`src/rtl/jtag_tap_pkg.sv`:
```
package jtag_tap_pkg;

    localparam int IR_W  = 10;
    localparam int DR_W  = 32;
    localparam int MFR_W = 11;

    typedef enum logic [3:0] {
        S_TLR, S_RTI,
        S_SEL_DR, S_CAP_DR, S_SH_DR, S_EX1_DR, S_PAU_DR, S_EX2_DR, S_UPD_DR,
        S_SEL_IR, S_CAP_IR, S_SH_IR, S_EX1_IR, S_PAU_IR, S_EX2_IR, S_UPD_IR
    } tap_state_e;

    typedef enum logic [2:0] {
        DR_BYPASS, DR_IDCODE, DR_USERCODE, DR_BSR, DR_USER
    } dr_sel_e;

    typedef struct packed {
        dr_sel_e dr;
        logic    test_mode;
        logic    highz;
        logic    clamp;
        logic    user1;
    } ir_dec_t;

    localparam logic [IR_W-1:0]  OP_SAMPLE   = 10'b00_0000_0101;
    localparam logic [IR_W-1:0]  OP_EXTEST   = 10'b00_0000_1111;
    localparam logic [IR_W-1:0]  OP_BYPASS   = 10'b11_1111_1111;
    localparam logic [IR_W-1:0]  OP_USERCODE = 10'b00_0000_0111;
    localparam logic [IR_W-1:0]  OP_IDCODE   = 10'b00_0000_0110;
    localparam logic [IR_W-1:0]  OP_HIGHZ    = 10'b00_0000_1011;
    localparam logic [IR_W-1:0]  OP_CLAMP    = 10'b00_0000_1010;
    localparam logic [IR_W-1:0]  OP_USER0    = 10'b00_0000_1100;
    localparam logic [IR_W-1:0]  OP_USER1    = 10'b00_0000_1110;
    localparam logic [IR_W-1:0]  IR_CAPTURE  = 10'b00_0000_0001;
    localparam logic [MFR_W-1:0] MFR_CODE    = 11'b000_0110_1110;

    function automatic logic is_private(input logic [IR_W-1:0] op);
        return (op == 10'b10_0100_0000) || (op == 10'b10_0011_0000) ||
               (op == 10'b10_1110_0000) || (op == 10'b10_0011_0001);
    endfunction

    function automatic logic secure_ok(input logic [IR_W-1:0] op);
        return (op == OP_SAMPLE) || (op == OP_EXTEST) ||
               (op == OP_BYPASS) || (op == OP_IDCODE);
    endfunction

    function automatic ir_dec_t decode_op(input logic [IR_W-1:0] op,
                                          input logic secure);
        ir_dec_t d;
        d = '{dr: DR_BYPASS, test_mode: 1'b0, highz: 1'b0, clamp: 1'b0, user1: 1'b0};
        case (op)
            OP_SAMPLE:   d.dr = DR_BSR;
            OP_EXTEST:   begin d.dr = DR_BSR; d.test_mode = 1'b1; end
            OP_IDCODE:   d.dr = DR_IDCODE;
            OP_USERCODE: d.dr = DR_USERCODE;
            OP_HIGHZ:    begin d.test_mode = 1'b1; d.highz = 1'b1; end
            OP_CLAMP:    begin d.test_mode = 1'b1; d.clamp = 1'b1; end
            OP_USER0:    d.dr = DR_USER;
            OP_USER1:    begin d.dr = DR_USER; d.user1 = 1'b1; end
            default:     ;
        endcase
        if (secure && !secure_ok(op))
            d = '{dr: DR_BYPASS, test_mode: 1'b0, highz: 1'b0, clamp: 1'b0, user1: 1'b0};
        return d;
    endfunction

endpackage

```
`src/rtl/tap_fsm.sv`:
```
module tap_fsm
    import jtag_tap_pkg::*;
(
    input  logic       tck,
    input  logic       rst,
    input  logic       tms,
    output tap_state_e state
);
    tap_state_e nxt;

    always_comb begin
        case (state)
            S_TLR:    nxt = tms ? S_TLR    : S_RTI;
            S_RTI:    nxt = tms ? S_SEL_DR : S_RTI;
            S_SEL_DR: nxt = tms ? S_SEL_IR : S_CAP_DR;
            S_CAP_DR: nxt = tms ? S_EX1_DR : S_SH_DR;
            S_SH_DR:  nxt = tms ? S_EX1_DR : S_SH_DR;
            S_EX1_DR: nxt = tms ? S_UPD_DR : S_PAU_DR;
            S_PAU_DR: nxt = tms ? S_EX2_DR : S_PAU_DR;
            S_EX2_DR: nxt = tms ? S_UPD_DR : S_SH_DR;
            S_UPD_DR: nxt = tms ? S_SEL_DR : S_RTI;
            S_SEL_IR: nxt = tms ? S_TLR    : S_CAP_IR;
            S_CAP_IR: nxt = tms ? S_EX1_IR : S_SH_IR;
            S_SH_IR:  nxt = tms ? S_EX1_IR : S_SH_IR;
            S_EX1_IR: nxt = tms ? S_UPD_IR : S_PAU_IR;
            S_PAU_IR: nxt = tms ? S_EX2_IR : S_PAU_IR;
            S_EX2_IR: nxt = tms ? S_UPD_IR : S_SH_IR;
            S_UPD_IR: nxt = tms ? S_SEL_DR : S_RTI;
            default:  nxt = S_TLR;
        endcase
    end

    always_ff @(posedge tck) begin
        if (rst) state <= S_TLR;
        else     state <= nxt;
    end
endmodule

```
`src/rtl/tap_ir.sv`:
```
module tap_ir
    import jtag_tap_pkg::*;
(
    input  logic             tck,
    input  logic             rst,
    input  logic             tdi,
    input  tap_state_e       state,
    output logic [IR_W-1:0]  ir_q,
    output logic             ir_so,
    output logic             illegal
);
    logic [IR_W-1:0] ir_sr;

    always_ff @(posedge tck) begin
        if (rst) begin
            ir_sr   <= '0;
            ir_q    <= OP_IDCODE;
            illegal <= 1'b0;
        end else begin
            case (state)
                S_TLR:    ir_q  <= OP_IDCODE;
                S_CAP_IR: ir_sr <= IR_CAPTURE;
                S_SH_IR:  ir_sr <= {tdi, ir_sr[IR_W-1:1]};
                S_UPD_IR: begin
                    ir_q <= ir_sr;
                    if (is_private(ir_sr)) illegal <= 1'b1;
                end
                default: ;
            endcase
        end
    end

    assign ir_so = ir_sr[0];
endmodule

```
`src/rtl/tap_dreg.sv`:
```
module tap_dreg
    import jtag_tap_pkg::*;
#(
    parameter logic [DR_W-1:0] ID_VALUE  = '0,
    parameter logic [DR_W-1:0] USER_CODE = '0
) (
    input  logic       tck,
    input  logic       rst,
    input  logic       tdi,
    input  tap_state_e state,
    input  dr_sel_e    sel,
    output logic       dr_so,
    output logic       byp_so
);
    logic [DR_W-1:0] dr_sr;
    logic            byp_q;

    always_ff @(posedge tck) begin
        if (rst) begin
            dr_sr <= '0;
            byp_q <= 1'b0;
        end else if (state == S_CAP_DR) begin
            byp_q <= 1'b0;
            dr_sr <= (sel == DR_USERCODE) ? USER_CODE : ID_VALUE;
        end else if (state == S_SH_DR) begin
            byp_q <= tdi;
            dr_sr <= {tdi, dr_sr[DR_W-1:1]};
        end
    end

    assign dr_so  = dr_sr[0];
    assign byp_so = byp_q;
endmodule

```
`src/rtl/tap_ctrl.sv`:
```
module tap_ctrl
    import jtag_tap_pkg::*;
#(
    parameter logic [3:0]      ID_VERSION = 4'h1,
    parameter logic [15:0]     ID_PART    = 16'h3185,
    parameter logic [DR_W-1:0] USER_CODE  = 32'h0000_0000
) (
    input  logic tck,
    input  logic rst,
    input  logic tms,
    input  logic tdi,
    input  logic secure_en,
    input  logic bsr_tdo,
    input  logic usr_tdo,
    output logic tdo,
    output logic tdo_oe,
    output logic scan_capture,
    output logic scan_shift,
    output logic scan_update,
    output logic bsr_sel,
    output logic usr0_sel,
    output logic usr1_sel,
    output logic test_mode,
    output logic pins_highz,
    output logic pins_clamp,
    output logic illegal_op
);
    localparam logic [DR_W-1:0] ID_VALUE = {ID_VERSION, ID_PART, MFR_CODE, 1'b1};

    tap_state_e      state;
    logic [IR_W-1:0] ir_q;
    logic            ir_so, dr_so, byp_so, ser_out, shifting;
    ir_dec_t         dec;

    tap_fsm u_fsm (.tck(tck), .rst(rst), .tms(tms), .state(state));

    tap_ir u_ir (.tck(tck), .rst(rst), .tdi(tdi), .state(state),
                 .ir_q(ir_q), .ir_so(ir_so), .illegal(illegal_op));

    assign dec = decode_op(ir_q, secure_en);

    tap_dreg #(.ID_VALUE(ID_VALUE), .USER_CODE(USER_CODE)) u_dr (
        .tck(tck), .rst(rst), .tdi(tdi), .state(state), .sel(dec.dr),
        .dr_so(dr_so), .byp_so(byp_so));

    always_comb begin
        if (state == S_SH_IR) ser_out = ir_so;
        else begin
            case (dec.dr)
                DR_IDCODE, DR_USERCODE: ser_out = dr_so;
                DR_BSR:                 ser_out = bsr_tdo;
                DR_USER:                ser_out = usr_tdo;
                default:                ser_out = byp_so;
            endcase
        end
    end

    assign shifting = (state == S_SH_IR) || (state == S_SH_DR);

    always_ff @(negedge tck) begin
        if (rst) begin
            tdo    <= 1'b0;
            tdo_oe <= 1'b0;
        end else begin
            tdo    <= ser_out;
            tdo_oe <= shifting;
        end
    end

    assign scan_capture = (state == S_CAP_DR);
    assign scan_shift   = (state == S_SH_DR);
    assign scan_update  = (state == S_UPD_DR);
    assign bsr_sel      = (dec.dr == DR_BSR);
    assign usr0_sel     = (dec.dr == DR_USER) && !dec.user1;
    assign usr1_sel     = (dec.dr == DR_USER) &&  dec.user1;
    assign test_mode    = dec.test_mode;
    assign pins_highz   = dec.highz;
    assign pins_clamp   = dec.clamp;
endmodule

```
`config.mk`:
```
export PLATFORM = sky130hd
export DESIGN_NAME = tap_ctrl
export DESIGN_NICKNAME = d
export VERILOG_FILES = /design/src/rtl/jtag_tap_pkg.sv /design/src/rtl/tap_fsm.sv /design/src/rtl/tap_ir.sv /design/src/rtl/tap_dreg.sv /design/src/rtl/tap_ctrl.sv
export SDC_FILE = /design/constraint.sdc
export NUM_CORES = 1
export LEC_CHECK = 0
export BUFFER_PORTS_ARGS = -buffer_cell sky130_fd_sc_hd__buf_2
export CELL_PAD_IN_SITES_DETAIL_PLACEMENT = 0
export CELL_PAD_IN_SITES_GLOBAL_PLACEMENT = 1
export CORE_MARGIN = 2
export CORE_UTILIZATION = 49
export CTS_CLUSTER_SIZE = 14
export DETAILED_ROUTE_END_ITERATION = 6
export PLACE_DENSITY = 0.95
export SETUP_SLACK_MARGIN = 0.2
export SLEW_MARGIN = 25
export SYNTH_ARGS = -nofsm -noshare
export SYNTH_HDL_FRONTEND = slang
export SYNTH_HIERARCHICAL = 1
export SYNTH_SLANG_ARGS = --single-unit
```
`constraint.sdc`:
```
create_clock -name tck -period 4.8 [get_ports tck]
set_clock_uncertainty 0.2 [all_clocks]
set_input_delay 0.96 -clock tck [delete_from_list [all_inputs] [get_ports tck]]
set_output_delay 0.96 -clock tck [all_outputs]
set_load 0.02 [all_outputs]
```
=== Word-level counts from Yosys, hierarchy flattened ===
Cells that the tools add are included.

* Eq/ne operators: 32
* Reduce and logical (&&, ||, !) cells: 25
* Multiplexer cells: 26

{| class="wikitable"
|+ Operators with widths
! kind !! count
|-
| 2-to-1 mux 32 bit || 2
|-
| equality test 10 bit, second input constant || 5
|-
| equality test 10 x 4 -> 1 bit, second input constant || 5
|-
| case mux 4 bit (12 select lines) || 1
|-
| case mux 10 bit (2 select lines) || 2
|-
| equality test 4 bit, second input constant || 8
|-
| equality test 10 x 3 -> 1 bit, second input constant || 3
|-
| 2-to-1 mux 29 bit || 1
|-
| equality test 4 x 3 -> 1 bit, second input constant || 4
|-
| 2-to-1 mux 4 bit || 4
|-
| case mux 3 bit (4 select lines) || 1
|-
| OR reduction 2 bit || 6
|-
| equality test 4 x 2 -> 1 bit, second input constant || 2
|-
| 2-to-1 mux 1 bit || 8
|-
| logical OR 1 bit || 7
|-
| 2-to-1 mux 7 bit || 1
|-
| equality test 3 x 2 -> 1 bit, second input constant || 2
|-
| 2-to-1 mux 2 bit || 3
|-
| 2-to-1 mux 3 bit || 2
|-
| nonzero test 2 bit || 3
|-
| OR reduction 3 bit || 2
|-
| equality test 4 x 1 -> 1 bit, second input constant || 1
|-
| logical NOT 4 bit || 1
|-
| equality test 3 x 1 -> 1 bit, second input constant || 1
|-
| other kinds (5) || 8
|}

* Flip-flop bits (word level): 60
* Word-level logic and storage cells: 91
* Input port bits: 7
* Output and inout port bits: 12

=== Logic depth before layout (Yosys ltp) ===
Gate-level depths: netlist of run 1.

* Depth after elaboration: 11
* Depth in mapped cells: 8
* Mapped depth without buffers: 7

=== Hierarchy ===
Netlist of run 1, hierarchy kept.

{| class="wikitable"
|+ By module, submodules not included
! module !! area an instance (sq um) !! seq. area each (sq um) !! instances !! cells each
|-
| tap_dreg || 1296.2 || 660.6 || 1 || 150
|-
| tap_ir || 837.1 || 420.4 || 1 || 102
|-
| tap_ctrl || 404.1 || 40.0 || 1 || 54
|-
| tap_fsm || 331.6 || 80.1 || 1 || 39
|}

==> results of run 1 <==
## through the flow
step	hold WS [ns]	total power [mW]
final	0.247	1.02
after global routing	0.267	1.05
after CTS	0.255	1.03
after detailed placement	0.245	0.595
after global placement	0.237	0.594
after floorplan	0.232	0.580
## sequential cells by signal, summed over array words and instances, names as in the netlist
register,flops
u_fsm/state,4
u_ir/ir_q,10
u_dr/byp_so,1
u_dr/dr_sr,32
tdo,1
u_ir/illegal,1
u_ir/ir_sr,10
tdo_oe,1
## where the power goes
| group | internal (mW) | total [mW] | switching, mW |
|---|---|---|---|
| clock network | 0.242 | 0.438 | 0.196 |
| registers | 0.505 | 0.512 | 0.00737 |
| logic | 0.0239 | 0.0681 | 0.0441 |
| total | 0.771 | 1.02 | 0.247 |
## per-layer routing
| layer | GRT usage | vias to the layer above | routed length, um |
|---|---|---|---|
| met2 | 0.286 | 45 | 2430 |
| li1 | - | 1241 | - |
| met3 | 0.0573 | 7 | 276 |
| met1 | 0.267 | 1148 | 2890 |
| met4 | 0.0763 | 2 | 57 |
| met5 | 0 | - | 13 |
## placed cells by master, fill, tap and decap left out, types with 3 or more instances in the layout
cell type  Yosys  final
clkbuf_8       2     11
inv_1          8      9
nand4_1        4      4
nand2b_1       8      8
nand3_2       11     11
buf_4          0      9
nor3b_1        3      3
o211ai_1       3      3
nor4b_1        3      3
a31oi_1       15     15
nor3_1         5      5
nand2_1       72     72
dfxtp_1       60     60
buf_2         11     18
a21oi_1       41     41
nor2_1        17     17
nand3_1       23     23
nor2b_1        4      4
## layout make-up
class                      instances  share of cell area
clock inverter                     6              0.0143
inverter                           7             0.00832
timing repair buffer              27              0.0499
clock buffer                      12              0.0491
multi-input combinational        252               0.469
sequential                        60               0.380
tap                               72              0.0285
## kinds of logic (layout without fill, tap and decap cells)
| kind of cell | Yosys count | count (layout) | synth area share |
|---|---|---|---|
| xor gates and xnor gates | 2 | 2 | 0.00611 |
| buffers and inverters | 33 | 52 | 0.0680 |
| muxes | 1 | 1 | 0.00349 |
| AOI/OAI and AO/OA | 79 | 79 | 0.179 |
| and+or+nand+nor | 170 | 170 | 0.324 |
| DFF | 60 | 60 | 0.419 |
## worst min-delay path by stage
| stage | slack, ns | cells after the start | endpoint | start |
|---|---|---|---|---|
| final | 0.25 | 2 | u_dr/dr_sr[15]$_SDFFE_PP0P_ | u_dr/dr_sr[16]$_SDFFE_PP0P_ |
| after floorplan | 0.23 | 2 | u_dr/dr_sr[27]$_SDFFE_PP0P_ | u_dr/dr_sr[28]$_SDFFE_PP0P_ |
| after global placement | 0.24 | 2 | u_dr/dr_sr[23]$_SDFFE_PP0P_ | u_dr/dr_sr[24]$_SDFFE_PP0P_ |
| after detailed placement | 0.24 | 2 | u_dr/dr_sr[5]$_SDFFE_PP0P_ | u_dr/dr_sr[6]$_SDFFE_PP0P_ |
| after CTS | 0.25 | 2 | u_dr/dr_sr[5]$_SDFFE_PP0P_ | u_dr/dr_sr[6]$_SDFFE_PP0P_ |
| after global routing | 0.27 | 2 | u_dr/dr_sr[5]$_SDFFE_PP0P_ | u_dr/dr_sr[6]$_SDFFE_PP0P_ |
==> results.md, run 1 <==
* VDD IR max at approximately 0.14 mV
* Commonest cells in the synthesized netlist: nand2_1, dfxtp_1, a21oi_1, nand3_1, nor2_1
* Initial Util at 0.515
* DRC viols at 0
* Multi-input gate area at 1480 um2
* WS Path Type: flip-flop to primary output
* Placed Instances at 419
* Via/cell ratio at around 5.6
* Layout cells sized above 1 at 0.176
* Crit path cell chain: buf_2
* Critical path peak fanout at 1
* IO Count at 19
* Mapped Cells at 345
* Synth Area per Inst at 8.32 um2
* Place WS at just under 0.4 ns
* Ys flop type: dfxtp_1
* # Max-Cap Violations at 0
* CP startpoint: tdo_oe$_SDFF_NP0_
* Setup TNS at 0 ns
* Leak pwr at between 1 and 1.5 nW
* Post-Syn Area at 2870 um2
* WP data arrival at 3.24 ns
* Buf+Inv Stages, Crit Path at 1
* CP Launch Type: flip-flop
* Die Width at 80.5 um
* H-tree level count at 3
* # rows at 27
* Post-CTS Resized at 0
* Largest delay share family, worst path: flip-flops
* Final Hold Viols at 0
* Post-CTS Hold Buffers at 0
* Largest net degree at the start of global routing at 40
* First-pass GRT wire length at between 9000 and 10000 um
* Rel. slew slack at 0.642
* Crit-path slowest cell: dfxtp_1
* Antenna viol nets, final at 0
* First drt pass iteration count at 4
* Fill cells at 521
* Post-Syn Nets at 352
* Status: finished clean
* DR vias at approximately 2400
* Library cells used by synthesis at 59
* CTS tree: built
* CP required at around 3.6 ns
* Number of global-route vias before repair at 2196
* GRT overflow at 0
* Reg2Reg Depth at 5
* Fin util at 0.566
* Longest Clk Path Bufs at 2
* CTS Buf Count at 9
* Layout net count at approximately 370
* GP Congestion at between 0.7 and 0.8
* DPL Wire Length at 3650 um
* # Post-CTS Setup Buffers at 0
* Area post-placement at 2960 um2
* Yosys reg bits at 60
* Top-count cell post-synth: nand2_1
* Die H at 80.5 um
* Register area at roughly 1200 um2
* Yosys top cell by area: dfxtp_1
* Core Area at 5570 um2
* GR Util All Layers at 0.195
* DR iter-0 viols at 133
* Routed Wire Length at approximately 5700 um
* Register area share after synthesis at 0.419
* Critical path capture point type: primary output
* Max stage delay on crit path at 0.30 ns
* Post-synth EDFFs at 0
* FF-to-FF End: tdo$_SDFF_NP0_
* R2R setup slack at ~0.65 ns
* Clk_lat worst skew at 0.33 ns
* Non-filler cells in the finished layout at 436
* CTS Sinks at 60
* Area share of the largest cell type after synthesis at 0.419
* Reg clk slew, reported paths at 0.07 ns
* WL/cell at 13.0 um
* Clk root buf: clkbuf_8
* PwrDens at 322 nW/um2
* Worst path depth at 1
* Port buffer count at 18
* Top cells by area, synth: dfxtp_1, nand2_1, a21oi_1
* Critical Path Sink: tdo_oe
* Setup ws final at approximately 0.40 ns
* Slew @ Worst Pin at 0.529 ns
* Reg2Reg Launch Point: u_ir/ir_q[0]$_SDFFE_PP0P_
* RSZ-0062 raised after global routing: no
* Finished Cell Area at 3160 um2
* HP Class: flip-flop to flip-flop
* Async S/R FF share, synth at 0
* Antenna violations before repair at 1
* Antenna Cells at 0
* Final slew viol count at 0
* Setup violations, final at 0
* Die footprint at 6480 um2
* Ys Warns at 6
* P&R area growth vs syn at 10.0%
(Power assumes the default switching activity.)
==> inputs of run 2 (changes only) <==
--- a/config.mk
+++ b/config.mk
@@ -8,6 +8,7 @@
 export BUFFER_PORTS_ARGS = -buffer_cell sky130_fd_sc_hd__buf_2
 export CELL_PAD_IN_SITES_DETAIL_PLACEMENT = 0
 export CELL_PAD_IN_SITES_GLOBAL_PLACEMENT = 1
+export CORE_ASPECT_RATIO = 0.9
 export CORE_MARGIN = 2
 export CORE_UTILIZATION = 49
 export CTS_CLUSTER_SIZE = 14
==> results.md, run 2 (synthesis gave the netlist of run 1 again) <==
* Status: finished clean (unchanged)
* First-pass GRT wire length at 10000 um (was 9950 um)
* M2 GR Usage at 0.272 (was 0.286)
* # Max-Cap Violations at 0 (unchanged)
* Max stage delay on crit path at 0.32 ns (was 0.30 ns)
* P_int at 821 uW (was 771 uW)
* Largest register by flop count: u_dr/dr_sr (unchanged)
* Antenna Cells at 0 (unchanged)
* Critical path capture point type: primary output (unchanged)
* Largest net degree at the start of global routing at 41 (was 40)
* Met3 Use GR at 0.0433 (was 0.0573)
* Top Registers: u_dr/dr_sr: 32 flops, u_ir/ir_q: 10 flops, u_ir/ir_sr: 10 flops (unchanged)
* Commonest non-fill, non-tap cells in the layout: nand2_1, dfxtp_1, a21oi_1 (unchanged)
* Via/cell ratio at 5.60 (about the same)
* DPL Wire Length at 3680 um (was 3650 um)
* Reg2Reg Depth at 5 (unchanged)
* WS Path Type: flip-flop to primary output (unchanged)
* Slew @ Worst Pin at 0.941 ns (was 0.529 ns)
* WL/cell at 13.1 um (was 13.0 um)
* Layout net count at 366 (unchanged)
* Gate power share at 0.065 (was 0.067)
* DR iter-0 viols at 133 (unchanged)
* GRT overflow at 0 (unchanged)
* Met1 usage at 0.256 (was 0.267)
* FF-to-FF End: tdo$_SDFF_NP0_ (unchanged)
* Placed Instances at 417 (was 419)
* Switching pwr at 255 uW (was 247 uW)
* CTS Sinks at 60 (unchanged)
* Port buffer count at 18 (unchanged)
* Clk root buf: clkbuf_8 (unchanged)
* First drt pass iteration count at 4 (unchanged)
* GRT Max-Usage Layer: met2 (unchanged)
* Hold path startpoint: u_dr/dr_sr[10]$_SDFFE_PP0P_ (was u_dr/dr_sr[16]$_SDFFE_PP0P_)
* IO Count at 19 (unchanged)
* Buf+Inv Stages, Crit Path at 1 (unchanged)
* Rel. slew slack at 0.369 (was 0.642)
* Max reg flops at 32 (unchanged)
* Die H at 76.6 um (was 80.5 um)
* Post-CTS Hold Buffers at 0 (unchanged)
* Critical path peak fanout at 1 (unchanged)
* Setup TNS at 0 ns (unchanged)
* Post-CTS Resized at 0 (unchanged)
* # rows at 26 (was 27)
* CTS Buf Count at 9 (unchanged)
* CTS tree: built (unchanged)
* CP required at 3.64 ns (about the same)
* P&R area growth vs syn at 10.7% (was 10.0%)
* Reg2Reg Launch Point: u_ir/ir_q[0]$_SDFFE_PP0P_ (unchanged)
* Crit-path slowest cell: dfxtp_1 (unchanged)
* Die Width at 84.7 um (was 80.5 um)
* Routed Wire Length at 5710 um (was 5670 um)
* Antenna violations before repair at 1 (unchanged)
* Register share of total power at 0.475 (was 0.503)
* # Post-CTS Setup Buffers at 0 (unchanged)
* Hold path depth at 2 (unchanged)
* DRC viols at 0 (unchanged)
* H-tree level count at 3 (unchanged)
* Layout cells sized above 1 at 0.176 (unchanged)
* GR Util All Layers at 0.186 (was 0.195)
* Longest Clk Path Bufs at 2 (unchanged)
* DR vias at 2432 (was 2443)
* Core Area at 5660 um2 (was 5570 um2)
* Leak pwr at 1.07 nW (was 1.06 nW)
* Die footprint at 6480 um2 (about the same)
* Reg clk slew, reported paths at 0.07 ns (about the same)
* Number of global-route vias before repair at 2183 (was 2196)
* VDD IR max at 0.135 mV (was 0.139 mV)
* Initial Util at 0.507 (was 0.515)
* Commonest non-fill, non-tap cell in the layout: nand2_1 (unchanged)
* Min-Delay Endpoint: u_dr/dr_sr[9]$_SDFFE_PP0P_ (was u_dr/dr_sr[15]$_SDFFE_PP0P_)
* Sw Ratio at 0.237 (was 0.243)
* Setup violations, final at 0 (unchanged)
* WP data arrival at 3.26 ns (was 3.24 ns)
* Final slew viol count at 0 (unchanged)
* Clk_lat worst skew at 0.34 ns (was 0.33 ns)
* RSZ-0062 raised after global routing: no (unchanged)
* Antenna viol nets, final at 0 (unchanged)
* Clock share of power at 0.460 (was 0.430)
* GP Congestion at 0.822 (was 0.797)
* Largest delay share family, worst path: flip-flops (unchanged)
* Crit path cell chain: buf_2 (unchanged)
* Final Hold Viols at 0 (unchanged)
* Non-filler cells in the finished layout at 434 (was 436)
* R2R setup slack at 0.68 ns (was 0.65 ns)
* PwrDens at 339 nW/um2 (was 322 nW/um2)
* HP Class: flip-flop to flip-flop (unchanged)
* CP Launch Type: flip-flop (unchanged)
[run 2: changes by cell type in the layout (fill, tap and decap cells not counted), sizes merged]
cell and change:
clkinv +4, clkinvlp -2, bufinv +1, clkbuf -3
[run 2: worst max-delay path by stage]
stage | startpoint | end | slack, ns | cells after the start
after floorplan | bsr_tdo | tdo$_SDFF_NP0_ | 0.54 | 5
after global placement | bsr_tdo | tdo$_SDFF_NP0_ | 0.39 | 6
after detailed placement | bsr_tdo | tdo$_SDFF_NP0_ | 0.37 | 6
after CTS | tdo_oe$_SDFF_NP0_ | tdo_oe | 0.39 | 1
after global routing | tdo_oe$_SDFF_NP0_ | tdo_oe | 0.34 | 1
final | tdo_oe$_SDFF_NP0_ | tdo_oe | 0.38 | 1
[run 2: cell type report]
type,count,area [um2]
Clock buffer,9,124
Timing Repair Buffer,27,158
Fill cell,547,2480
Inverter,7,26.3
Multi-Input combinational cell,252,1480
Clock inverter,9,98.8
Sequential cell,60,1200
Tap cell,70,87.6
[run 2: routing by layer]
layer | vias to the layer above | wire (um) | share of wire
li1 | 1249 | - | -
met3 | 12 | 268 | 0.047
met1 | 1121 | 2940 | 0.52
met2 | 50 | 2370 | 0.42
met4 | 0 | 127 | 0.022
met5 | - | 0 | 0
[run 2: power groups by stage]
| stage | sequential, mW | clock (mW) | combinational (mW) |
|---|---|---|---|
| final | 0.511 | 0.495 | 0.0703 |
| after global routing | 0.511 | 0.531 | 0.0780 |
| after CTS | 0.510 | 0.504 | 0.0705 |
| after detailed placement | 0.522 | 0.00391 | 0.0701 |
| after global placement | 0.521 | 0.00391 | 0.0687 |
| after floorplan | 0.524 | 0.00391 | 0.0516 |
[run 2: worst min-delay path, stage by stage, from the launching register on]
cell	delay, ns
dfxtp_1	0.31
nand2_1	0.05
a21oi_1	0.05
[run 2: per-stage QoR]
stage / total power [mW] / hold slack (ns) / util / cell area [um2] / setup WS, ns
CTS: 1.08 / 0.254 / 0.561 / 3180 / 0.386
detailed placement: 0.596 / 0.244 / 0.523 / 2960 / 0.374
floorplan: 0.580 / 0.232 / - / 2870 / 0.541
finish: 1.08 / 0.250 / 0.561 / 3180 / 0.379
global route: 1.12 / 0.258 / 0.561 / 3180 / 0.342
global placement: 0.594 / 0.238 / 0.523 / 2960 / 0.392
